--- config.mk ---
export PLATFORM = sky130hd
export DESIGN_NAME = updn_timer
export DESIGN_NICKNAME = d
export VERILOG_FILES = /design/src/rtl/tmr_pkg.sv /design/src/rtl/tmr_tick_sel.sv /design/src/rtl/tmr_counter.sv /design/src/rtl/tmr_compare.sv /design/src/rtl/updn_timer.sv
export SDC_FILE = /design/constraint.sdc
export NUM_CORES = 1
export LEC_CHECK = 0
export ABC_AREA = 0
export BUFFER_PORTS_ARGS = -buffer_cell sky130_fd_sc_hd__buf_4
export CAP_MARGIN = 20
export CORE_MARGIN = 2
export CORE_UTILIZATION = 40
export DETAILED_ROUTE_END_ITERATION = 12
export PLACE_DENSITY = 0.66
export SLEW_MARGIN = 20
export SYNTH_ARGS = -nofsm -noshare
export SYNTH_HDL_FRONTEND = slang
export SYNTH_SLANG_ARGS = --single-unit
--- constraint.sdc ---
create_clock -name clk -period 5.7 [get_ports clk]
set_input_delay 1.14 -clock clk [delete_from_list [all_inputs] [get_ports clk]]
set_output_delay 1.14 -clock clk [all_outputs]
set_load 0.03 [all_outputs]
--- src/rtl/tmr_pkg.sv ---
package tmr_pkg;

    localparam int CNT_W  = 8;
    localparam int ADDR_W = 2;

    typedef enum logic [1:0] {
        M_WRAP = 2'd0,
        M_CTC  = 2'd1,
        M_UPDN = 2'd2,
        M_RSVD = 2'd3
    } mode_t;

    typedef struct packed {
        logic  ovf_ie;
        logic  cmp_ie;
        logic  src_ext;
        mode_t mode;
    } ctrl_t;

    typedef struct packed {
        logic ovf;
        logic cmp;
    } flags_t;

    localparam logic [ADDR_W-1:0] A_CNT = 2'd0;
    localparam logic [ADDR_W-1:0] A_CMP = 2'd1;
    localparam logic [ADDR_W-1:0] A_CTL = 2'd2;
    localparam logic [ADDR_W-1:0] A_FLG = 2'd3;

    localparam int CTL_W = $bits(ctrl_t);
    localparam int FLG_W = $bits(flags_t);

    function automatic logic is_max(input logic [CNT_W-1:0] v);
        return &v;
    endfunction

    function automatic logic is_bottom(input logic [CNT_W-1:0] v);
        return ~|v;
    endfunction

endpackage

--- src/rtl/tmr_tick_sel.sv ---
module tmr_tick_sel (
    input  logic src_ext,
    input  logic ext_tick,
    output logic tick
);
    always_comb begin
        if (src_ext) tick = ext_tick;
        else         tick = 1'b1;
    end
endmodule

--- src/rtl/tmr_counter.sv ---
module tmr_counter
    import tmr_pkg::*;
#(
    parameter int W = CNT_W
) (
    input  logic         clk,
    input  logic         rst,
    input  logic         tick,
    input  mode_t        mode,
    input  logic [W-1:0] top_val,
    input  logic         ld,
    input  logic [W-1:0] ld_val,
    output logic [W-1:0] cnt,
    output logic         dir_dn,
    output logic         ovf_evt,
    output logic         top_up_evt
);
    localparam logic [W-1:0] MAXV = {W{1'b1}};
    localparam logic [W-1:0] ONE  = {{(W-1){1'b0}}, 1'b1};

    logic [W-1:0] cnt_nxt;
    logic         dir_nxt;

    always_comb begin
        cnt_nxt    = cnt;
        dir_nxt    = dir_dn;
        ovf_evt    = 1'b0;
        top_up_evt = 1'b0;
        if (ld) begin
            cnt_nxt = ld_val;
        end else if (tick) begin
            case (mode)
                M_UPDN: begin
                    if (!dir_dn) begin
                        if (cnt == MAXV) begin
                            cnt_nxt    = MAXV - ONE;
                            dir_nxt    = 1'b1;
                            top_up_evt = 1'b1;
                        end else begin
                            cnt_nxt = cnt + ONE;
                        end
                    end else begin
                        if (cnt == '0) begin
                            cnt_nxt = ONE;
                            dir_nxt = 1'b0;
                        end else begin
                            cnt_nxt = cnt - ONE;
                            ovf_evt = (cnt == ONE);
                        end
                    end
                end
                M_CTC: begin
                    if (cnt == top_val) begin
                        cnt_nxt = '0;
                    end else if (cnt == MAXV) begin
                        cnt_nxt = '0;
                        ovf_evt = 1'b1;
                    end else begin
                        cnt_nxt = cnt + ONE;
                    end
                end
                default: begin
                    cnt_nxt = cnt + ONE;
                    ovf_evt = (cnt == MAXV);
                end
            endcase
        end
        if (mode != M_UPDN) dir_nxt = 1'b0;
    end

    always_ff @(posedge clk) begin
        if (rst) begin
            cnt    <= '0;
            dir_dn <= 1'b0;
        end else begin
            cnt    <= cnt_nxt;
            dir_dn <= dir_nxt;
        end
    end

    AST_HOLD_NO_TICK: assert property (@(posedge clk) disable iff (rst)
        (!tick && !ld) |=> $stable(cnt)) else $error("hold without tick");

    AST_ONE_STEP: assert property (@(posedge clk) disable iff (rst)
        (tick && !ld) |=> (cnt == W'($past(cnt) + ONE) || cnt == W'($past(cnt) - ONE) || cnt == '0))
        else $error("step larger than one");

    AST_LOAD_EXACT: assert property (@(posedge clk) disable iff (rst)
        ld |=> (cnt == $past(ld_val))) else $error("count load lost");

    AST_TURN_TOP: assert property (@(posedge clk) disable iff (rst)
        (tick && !ld && mode == M_UPDN && !dir_dn && is_max(cnt)) |=> (cnt == MAXV - ONE && dir_dn))
        else $error("turnaround at top");

endmodule

--- src/rtl/tmr_compare.sv ---
module tmr_compare
    import tmr_pkg::*;
#(
    parameter int W = CNT_W
) (
    input  logic         clk,
    input  logic         rst,
    input  mode_t        mode,
    input  logic         wr,
    input  logic [W-1:0] wr_val,
    input  logic         upd,
    input  logic         tick,
    input  logic         ld,
    input  logic [W-1:0] cnt,
    output logic [W-1:0] buf_val,
    output logic [W-1:0] act_val,
    output logic         hit
);
    logic [W-1:0] buf_nxt;
    logic         blk_q;

    assign buf_nxt = wr ? wr_val : buf_val;
    assign hit     = tick && !ld && !blk_q && (cnt == act_val);

    always_ff @(posedge clk) begin
        if (rst) begin
            buf_val <= '0;
            act_val <= '0;
            blk_q   <= 1'b0;
        end else begin
            buf_val <= buf_nxt;
            if (mode != M_UPDN) act_val <= buf_nxt;
            else if (upd)       act_val <= buf_val;
            if (ld)        blk_q <= 1'b1;
            else if (tick) blk_q <= 1'b0;
        end
    end

    AST_ACT_FROZEN: assert property (@(posedge clk) disable iff (rst)
        (mode == M_UPDN && !upd) |=> $stable(act_val)) else $error("active compare moved");

    AST_NO_HIT_AFTER_LOAD: assert property (@(posedge clk) disable iff (rst)
        ld |=> !hit) else $error("match after load");

endmodule

--- src/rtl/updn_timer.sv ---
module updn_timer
    import tmr_pkg::*;
(
    input  logic              clk,
    input  logic              rst,
    input  logic              ext_tick,
    input  logic              wr_en,
    input  logic [ADDR_W-1:0] wr_addr,
    input  logic [CNT_W-1:0]  wr_data,
    input  logic [ADDR_W-1:0] rd_addr,
    output logic [CNT_W-1:0]  rd_data,
    output logic              irq_cmp,
    output logic              irq_ovf
);
    ctrl_t              ctrl_q;
    flags_t             flg_q;
    logic               tick;
    logic               ld_cnt;
    logic               wr_cmp;
    logic               clr_w;
    logic [CNT_W-1:0]   cnt;
    logic [CNT_W-1:0]   buf_val;
    logic [CNT_W-1:0]   act_val;
    logic               dir_dn;
    logic               ovf_evt;
    logic               top_up_evt;
    logic               hit;

    assign ld_cnt = wr_en && (wr_addr == A_CNT);
    assign wr_cmp = wr_en && (wr_addr == A_CMP);
    assign clr_w  = wr_en && (wr_addr == A_FLG);

    tmr_tick_sel u_tick (
        .src_ext  (ctrl_q.src_ext),
        .ext_tick (ext_tick),
        .tick     (tick)
    );

    tmr_counter #(.W(CNT_W)) u_cnt (
        .clk        (clk),
        .rst        (rst),
        .tick       (tick),
        .mode       (ctrl_q.mode),
        .top_val    (act_val),
        .ld         (ld_cnt),
        .ld_val     (wr_data),
        .cnt        (cnt),
        .dir_dn     (dir_dn),
        .ovf_evt    (ovf_evt),
        .top_up_evt (top_up_evt)
    );

    tmr_compare #(.W(CNT_W)) u_cmp (
        .clk     (clk),
        .rst     (rst),
        .mode    (ctrl_q.mode),
        .wr      (wr_cmp),
        .wr_val  (wr_data),
        .upd     (top_up_evt),
        .tick    (tick),
        .ld      (ld_cnt),
        .cnt     (cnt),
        .buf_val (buf_val),
        .act_val (act_val),
        .hit     (hit)
    );

    always_ff @(posedge clk) begin
        if (rst) begin
            ctrl_q <= '0;
            flg_q  <= '0;
        end else begin
            if (wr_en && wr_addr == A_CTL) ctrl_q <= ctrl_t'(wr_data[CTL_W-1:0]);
            if (hit)                         flg_q.cmp <= 1'b1;
            else if (clr_w && wr_data[0])    flg_q.cmp <= 1'b0;
            if (ovf_evt)                     flg_q.ovf <= 1'b1;
            else if (clr_w && wr_data[1])    flg_q.ovf <= 1'b0;
        end
    end

    assign irq_cmp = flg_q.cmp & ctrl_q.cmp_ie;
    assign irq_ovf = flg_q.ovf & ctrl_q.ovf_ie;

    always_comb begin
        case (rd_addr)
            A_CNT:   rd_data = cnt;
            A_CMP:   rd_data = buf_val;
            A_CTL:   rd_data = {{(CNT_W-CTL_W){1'b0}}, ctrl_q};
            default: rd_data = {{(CNT_W-FLG_W){1'b0}}, flg_q};
        endcase
    end

    AST_CMP_STICKY: assert property (@(posedge clk) disable iff (rst)
        hit |=> flg_q.cmp) else $error("compare flag not set");

    AST_OVF_SETS: assert property (@(posedge clk) disable iff (rst)
        ovf_evt |=> flg_q.ovf) else $error("overflow flag not set");

    AST_FLAG_HOLD: assert property (@(posedge clk) disable iff (rst)
        (flg_q.cmp && !(clr_w && wr_data[0])) |=> flg_q.cmp) else $error("flag dropped");

    AST_IRQ_NEEDS_FLAG: assert property (@(posedge clk) disable iff (rst)
        (irq_cmp || irq_ovf) |-> (flg_q.cmp || flg_q.ovf)) else $error("irq without flag");

    AST_DIR_UP_OUTSIDE_UPDN: assert property (@(posedge clk) disable iff (rst)
        (ctrl_q.mode != M_UPDN) |=> (!dir_dn || ctrl_q.mode == M_UPDN)) else $error("direction stuck down");

endmodule

==> results of run 1 <==
==> per-layer routing <==
metal / vias to the layer above / track usage (%)
met5: - / 0
met4: 0 / 5.26
met3: 8 / 2.95
met2: 65 / 31.8
met1: 941 / 27.9
li1: 978 / -
==> worst min-delay path, stage by stage (launching register included) <==
cell and delay [ps]:
dfxtp_1 330, a21oi_1 60, nor2_1 80
==> metrics by stage <==
| step | cell area [sq um] | setup slack, ps | hold slack (ps) | utilization (%) | instances |
|---|---|---|---|---|---|
| after floorplan | 2230 | 2270 | 458 | - | 266 |
| after global placement | 2400 | 2560 | 472 | 44.2 | 343 |
| after detailed placement | 2400 | 2560 | 485 | 44.2 | 343 |
| final | 2490 | 2560 | 503 | 45.8 | 351 |
| after CTS | 2490 | 2550 | 503 | 45.8 | 351 |
| after global routing | 2490 | 2520 | 535 | 45.8 | 351 |
==> kinds of logic (layout without fill, tap and decap cells) <==
kind of cell | after synthesis | in the layout | share of synthesized area (%)
adder cells (fa/ha/maj) | 6 | 6 | 3.36
multiplexers | 22 | 22 | 11.0
buffers and inverters | 26 | 39 | 5.94
flip-flops | 33 | 33 | 29.6
XOR/XNOR | 19 | 19 | 7.46
AO/OA/AOI/OAI | 61 | 61 | 18.7
AND/OR/NAND/NOR | 99 | 99 | 23.9
==> state kept, by name, indices dropped and copies added, names as in the netlist <==
register,flops
flg_q,2
u_cnt.cnt,8
u_cmp.blk_q,1
ctrl_q,5
u_cnt.dir_dn,1
u_cmp.act_val,8
u_cmp.buf_val,8
==> worst paths after layout <==
kind,depth (start not counted),start,slack [ps],end
hold / removal,2,u_cmp.blk_q,500,u_cmp.blk_q
setup / recovery,3,rd_addr[1],2560,rd_data[1]
setup reg to reg,6,ctrl_q[0],3330,u_cmp.act_val[6]
hold reg to reg,2,u_cmp.blk_q,500,u_cmp.blk_q
==> cell type report <==
class                           count  area, sq um
Clock buffer                        5         68.8
Fill cell                         532         2950
Tap cell                           72         90.1
Multi-Input combinational cell    207         1440
Sequential cell                    33          661
Clock inverter                      3         17.5
Timing Repair Buffer               26          195
Inverter                            5         18.8
==> Yosys cell counts, types with 3 or more instances <==
cell type and instances:
nand3_1 4, or2_2 6, o21ai_0 10, nand4_1 4, xnor2_1 8, buf_4 3, mux2i_1 20, nand3b_1 3
dfxtp_1 33, xor2_1 11, a21o_1 5, nand2b_1 4, inv_1 5, buf_2 7, clkbuf_1 8, a31oi_1 3
a21oi_1 15, nor2_1 31, nand2_1 22, a22oi_1 7, o22ai_1 3, ha_1 6, nor3_1 7
==> report_power, final <==
part           switching, uW  internal (uW)  leakage [uW]
combinational           65.3           54.6      0.000765
sequential              24.8            242      0.000269
clock                   94.7           84.3     0.0000439
total                    185            381       0.00108
==> placed cells by master, fill, tap and decap left out, types with 3 or more instances in the layout <==
master     n
a21oi_1   15
ha_1       6
a21o_1     5
inv_1      5
buf_4     26
nand3_1    4
nor2_1    31
nand3b_1   3
mux2i_1   20
xor2_1    11
xnor2_1    8
nor3_1     7
nand2_1   22
nand2b_1   4
clkbuf_8   5
o22ai_1    3
o21ai_0   10
or2_2      6
a22oi_1    7
dfxtp_1   33
nand4_1    4
a31oi_1    3
==> metrics.csv, run 1 <==
stage,metric,value,unit
pwr,power_leakage,0.00108,uW
drt,drt_iter0_markers,189,
clock_network,ctsResizeCount,0,
yosys,yosys_register_bits,33,
global_route,grt_pass1_vias,1868,
timing,clock_skew,7.18,ps
cells_and_area,n_antenna_cell,0,
drt,postRouteAntennaNets,0,
die,die-area,6190,sq um
timing,max-slew-margin-rel,41.2,%
yosys,async_flop_share,0,%
worst_setup_path,path_class,in -> out,
worst_setup_path,cp-start-kind,input port,
die,io_pins,26,
timing,drv_slew,0,
place,io_buffer_count,25,
worst_setup_path,cp_common_cell,buf_4,
clock_network,cts_num_sinks,33,
die,rows,27,
yosys,yosysTopAreaCell,dfxtp_1,
place,gp_congestion,0.832,
worst_hold_path,hold_class,reg -> reg,
yosys,syn-instance-count,266,
clock_network,tritoncts,done,
drt,first_pass_iters,4,
die,fp.dieW,78.7,um
timing,hold_viol_final,0,
worst_setup_path,crit_chain,buf_4 -> mux4_2 -> buf_4,
global_route,antenna_found_initial,0,
global_route,grt-ovfl-total,0,
clock_network,post_cts_buffers,0,
clock_network,cts.clk_slew.worst_paths,70,ps
worst_setup_path,cp.buffers_inverters,2,
pwr,p_per_area,227,nW/um^2
drt,route.detailed.wl_per_inst,16.8,um
cells_and_area,drive_above_1_share,17.6,%
die,core,5440,sq um
worst_setup_path,path_max_fanout,9,
yosys,yosysWarnings,0,
place,hpwlAfterDp,4140,um
clock_network,cts_hold_buffers,0,
yosys,netlist.area_leader.share,29.6,%
worst_setup_path,crit_slowest_cell,mux4_2,
yosys,synth_nets,288,
clock_network,root_buffer,clkbuf_8,
timing,fmax,318,MHz
worst_setup_path,critPathMaxStageDelay,520,ps
drt,wl,5890,um
pwr,irDropWorstVdd,151,uV
clock_network,h-tree-depth,2,
yosys,yosysSeqAreaShare,29.6,%
die,start_util,41.0,%
drt,drc,0,
yosys,synth.distinct_cells,52,
drt,vias,1992,
outcome,outcome,finished clean,
pwr,power,566,uW
timing,fin_tns_setup,0,ps
worst_setup_path,arrival,2000,ps
run,cap_violations,0,
worst_setup_path,cp-end-kind,output pin,
drt,drt-met1-wl,2780,um
timing,finalCriticalPeriod,3140,ps
drt,viasPerCell,5.68,
die,die_y,78.7,um
global_route,grt_first_pass_wirelength,9600,um
drt,topRoutingLayerUsed,met4,
cells_and_area,syn_to_final_growth,11.5,%
clock_network,cts_made_buffers,5,
yosys,syn_area,2230,sq um
drt,wl_met2,2720,um
yosys,avgSynthCellArea,8.39,sq um
yosys,yosys_most_used_dff,dfxtp_1,
drt,wl_met3,320,um
yosys,ys_top_cells_by_area,"dfxtp_1 30%, mux2i_1 9.0%, nor2_1 5.2%",
worst_setup_path,cp.required,4560,ps
timing,rsz0062_at_grt,no,
cells_and_area,fin_nets,300,
timing,fin_crit_sh,55.2,%
timing,setup_viol,0,
timing,tightest_slew,879,ps
global_route,grt_max_degree,36,
clock_network,clk_latency,290,ps
worst_setup_path,cpLargestDelayFamily,multiplexers,
yosys,synth_edf_count,0,
clock_network,ctsLongestPathBuffers,2,
global_route,track_usage,19.8,%
No activity file was read; power rests on OpenSTA's default activity.
==> inputs of run 2 (changes only) <==
- clock period: 5.7 -> 3.05 ns (I/O delays scaled with it)
==> run 2 against run 1 <==
Clock-buffer cell count unchanged. Design area up 1.1%. Via count is 1.4% higher. Clock skew is 0.93 ps higher. Sequential share of layout area is 0.29 points lower. Power grew 90%. Utilization rose by 0.51 points. Worst setup slack got worse by 1700 ps. Sequential cell count did not move. Global-route usage up 0.97 points. Largest cell class unchanged.
==> metrics.csv, run 2 (synthesized netlist as in run 1, its figures left out) <==
stage,metric,value,unit,change
pwr,p_int,719,uW,was 381 uW
clock_network,post_cts_buffers,0,,unchanged
worst_setup_path,arrival,2410,ps,was 2000 ps
clock_network,tritoncts,done,,unchanged
outcome,outcome,finished clean,,unchanged
clock_network,h-tree-depth,2,,unchanged
die,rows,27,,unchanged
place,hpwlAfterDp,4300,um,was 4140 um
worst_setup_path,reg2reg_slack,870,ps,was 3330 ps
global_route,grt_first_pass_wirelength,9880,um,was 9600 um
cells_and_area,final_cell_mix,"33 x dfxtp_1, 31 x nor2_1, 29 x buf_4",,"was 33 x dfxtp_1, 31 x nor2_1, 26 x buf_4"
cells_and_area,top_regs,"u_cmp.act_val (8), u_cmp.buf_val (8), u_cnt.cnt (8)",,unchanged
die,die_y,78.7,um,unchanged
place,gp_congestion,0.830,,was 0.832
pwr,p_sw,358,uW,was 185 uW
timing,rsz0062_at_grt,no,,unchanged
timing,setup_viol,0,,unchanged
die,core,5440,sq um,unchanged
drt,first_pass_iters,4,,unchanged
timing,hold_viol_final,0,,unchanged
worst_setup_path,path_max_fanout,8,,was 9
worst_hold_path,hold-path-cell-count,2,,unchanged
global_route,track_usage,20.8,%,was 19.8%
drt,route.detailed.wl_per_inst,16.7,um,was 16.8 um
run,cap_violations,0,,unchanged
global_route,grt-ovfl-total,0,,unchanged
drt,drc,0,,unchanged
die,io_pins,26,,unchanged
clock_network,clk_latency,300,ps,was 290 ps
worst_setup_path,cp-end-kind,register,,was output pin
timing,max-slew-margin-rel,54.9,%,was 41.2%
pwr,power_leakage,0.00108,uW,about the same
clock_network,cts_num_sinks,33,,unchanged
timing,clock_skew,8.12,ps,was 7.18 ps
global_route,grt_max_degree,36,,unchanged
die,die-area,6190,sq um,unchanged
timing,tightest_slew,673,ps,was 879 ps
cells_and_area,nFillCells,563,,was 532
drt,vias,2019,,"was 1,992"
timing,fin_crit_sh,71.4,%,
pwr,power,1080,uW,was 566 uW
timing,fin_tns_setup,0,ps,unchanged
cells_and_area,drive_above_1_share,18.4,%,was 17.6%
worst_hold_path,hold_class,reg -> reg,,unchanged
pwr,pwr-share-comb,21.9,%,was 21.2%
pwr,power_frac_seq,45.6,%,was 47.2%
worst_setup_path,worst_r2r_path_depth,6,,unchanged
cells_and_area,fin_nets,303,,was 300
cells_and_area,n_antenna_cell,0,,unchanged
drt,drt_iter0_markers,153,,was 189
clock_network,cts_hold_buffers,0,,unchanged
clock_network,cts.clk_slew.worst_paths,80,ps,was 70 ps
worst_setup_path,path_class,reg -> reg,,was in -> out
timing,drv_slew,0,,unchanged
global_route,grt_pass1_vias,1959,,"was 1,868"
place,post-place-cells,346,,was 343
timing,fmax,459,MHz,
drt,viasPerCell,5.70,,was 5.68
die,start_util,41.0,%,unchanged
worst_setup_path,cp-start-kind,register,,was input port
pwr,p_per_area,428,nW/um^2,was 227 nW/um^2
global_route,antenna_found_initial,0,,unchanged
clock_network,ctsLongestPathBuffers,2,,unchanged
die,fp.dieW,78.7,um,unchanged
cells_and_area,utilization,46.3,%,was 45.8%
cells_and_area,syn_to_final_growth,12.8,%,was 11.5%
drt,postRouteAntennaNets,0,,unchanged
clock_network,cts_made_buffers,5,,unchanged
place,io_buffer_count,25,,unchanged
worst_setup_path,cp.required,3280,ps,was 4560 ps
cells_and_area,final_common_cell,dfxtp_1,,unchanged
pwr,swShare,33.3,%,was 32.7%
drt,wl,5920,um,was 5890 um
clock_network,ctsResizeCount,0,,unchanged
clock_network,root_buffer,clkbuf_8,,unchanged
pwr,irDropWorstVdd,291,uV,was 151 uV
cells_and_area,layoutNonFillerInstCount,354,,was 351
pwr,clkPwrFrac,32.5,%,was 31.6%
timing,finalCriticalPeriod,2180,ps,
[run 2: cell count changes in the layout (fill, tap and decap cells not counted)]
| cell | previous run | this run |
|---|---|---|
| clkinvlp_4 | 1 | 3 |
| buf_4 | 26 | 29 |
| clkinv_2 | 2 | 0 |
[run 2: metrics by stage]
step | setup slack (ps) | hold slack, ps | area, sq um
global route | 595 | 542 | 2520
global placement | 801 | 474 | 2430
CTS | 810 | 512 | 2520
floorplan | 678 | 458 | 2230
finish | 871 | 508 | 2520
detailed placement | 764 | 496 | 2430
[run 2: critical path, stage by stage (launching register included)]
cell,delay [ps]
dfxtp_1,420
buf_4,220
ha_1,300
and4b_1,250
a31oi_1,540
a22oi_1,190
a21oi_1,180
[run 2: path summary, 6_finish.rpt]
kind / from / end
worst max register to register: u_cnt.cnt[0] / u_cmp.act_val[5]
worst min register to register: u_cmp.blk_q / u_cmp.blk_q
worst max-delay path: u_cnt.cnt[0] / u_cmp.act_val[5]
worst min-delay path: u_cmp.blk_q / u_cmp.blk_q
[run 2: cell type report]
class                      instances  area, sq um  area share [%]
multi-input combinational        207         1440            57.2
sequential                        33          661            26.2
timing repair buffer              29          218            8.65
tap                               72         90.1            3.58
clock buffer                       5         68.8            2.73
clock inverter                     3         22.5           0.895
inverter                           5         18.8           0.746
[run 2: power by group through the flow]
stage               Sequential [uW]  Combinational, uW  Clock (uW)
floorplan                       475                193           0
global placement                500                233           0
detailed placement              501                235           0
CTS                             491                236         357
global route                    495                264         372
finish                          491                236         350
[run 2: per-layer routing]
layer | routed length (um) | track usage, % | share of wire [%]
met5 | 0 | 0 | 0
met4 | 117 | 7.54 | 2.0
met3 | 419 | 5.45 | 7.1
met2 | 2710 | 33.8 | 46
met1 | 2670 | 26.5 | 45
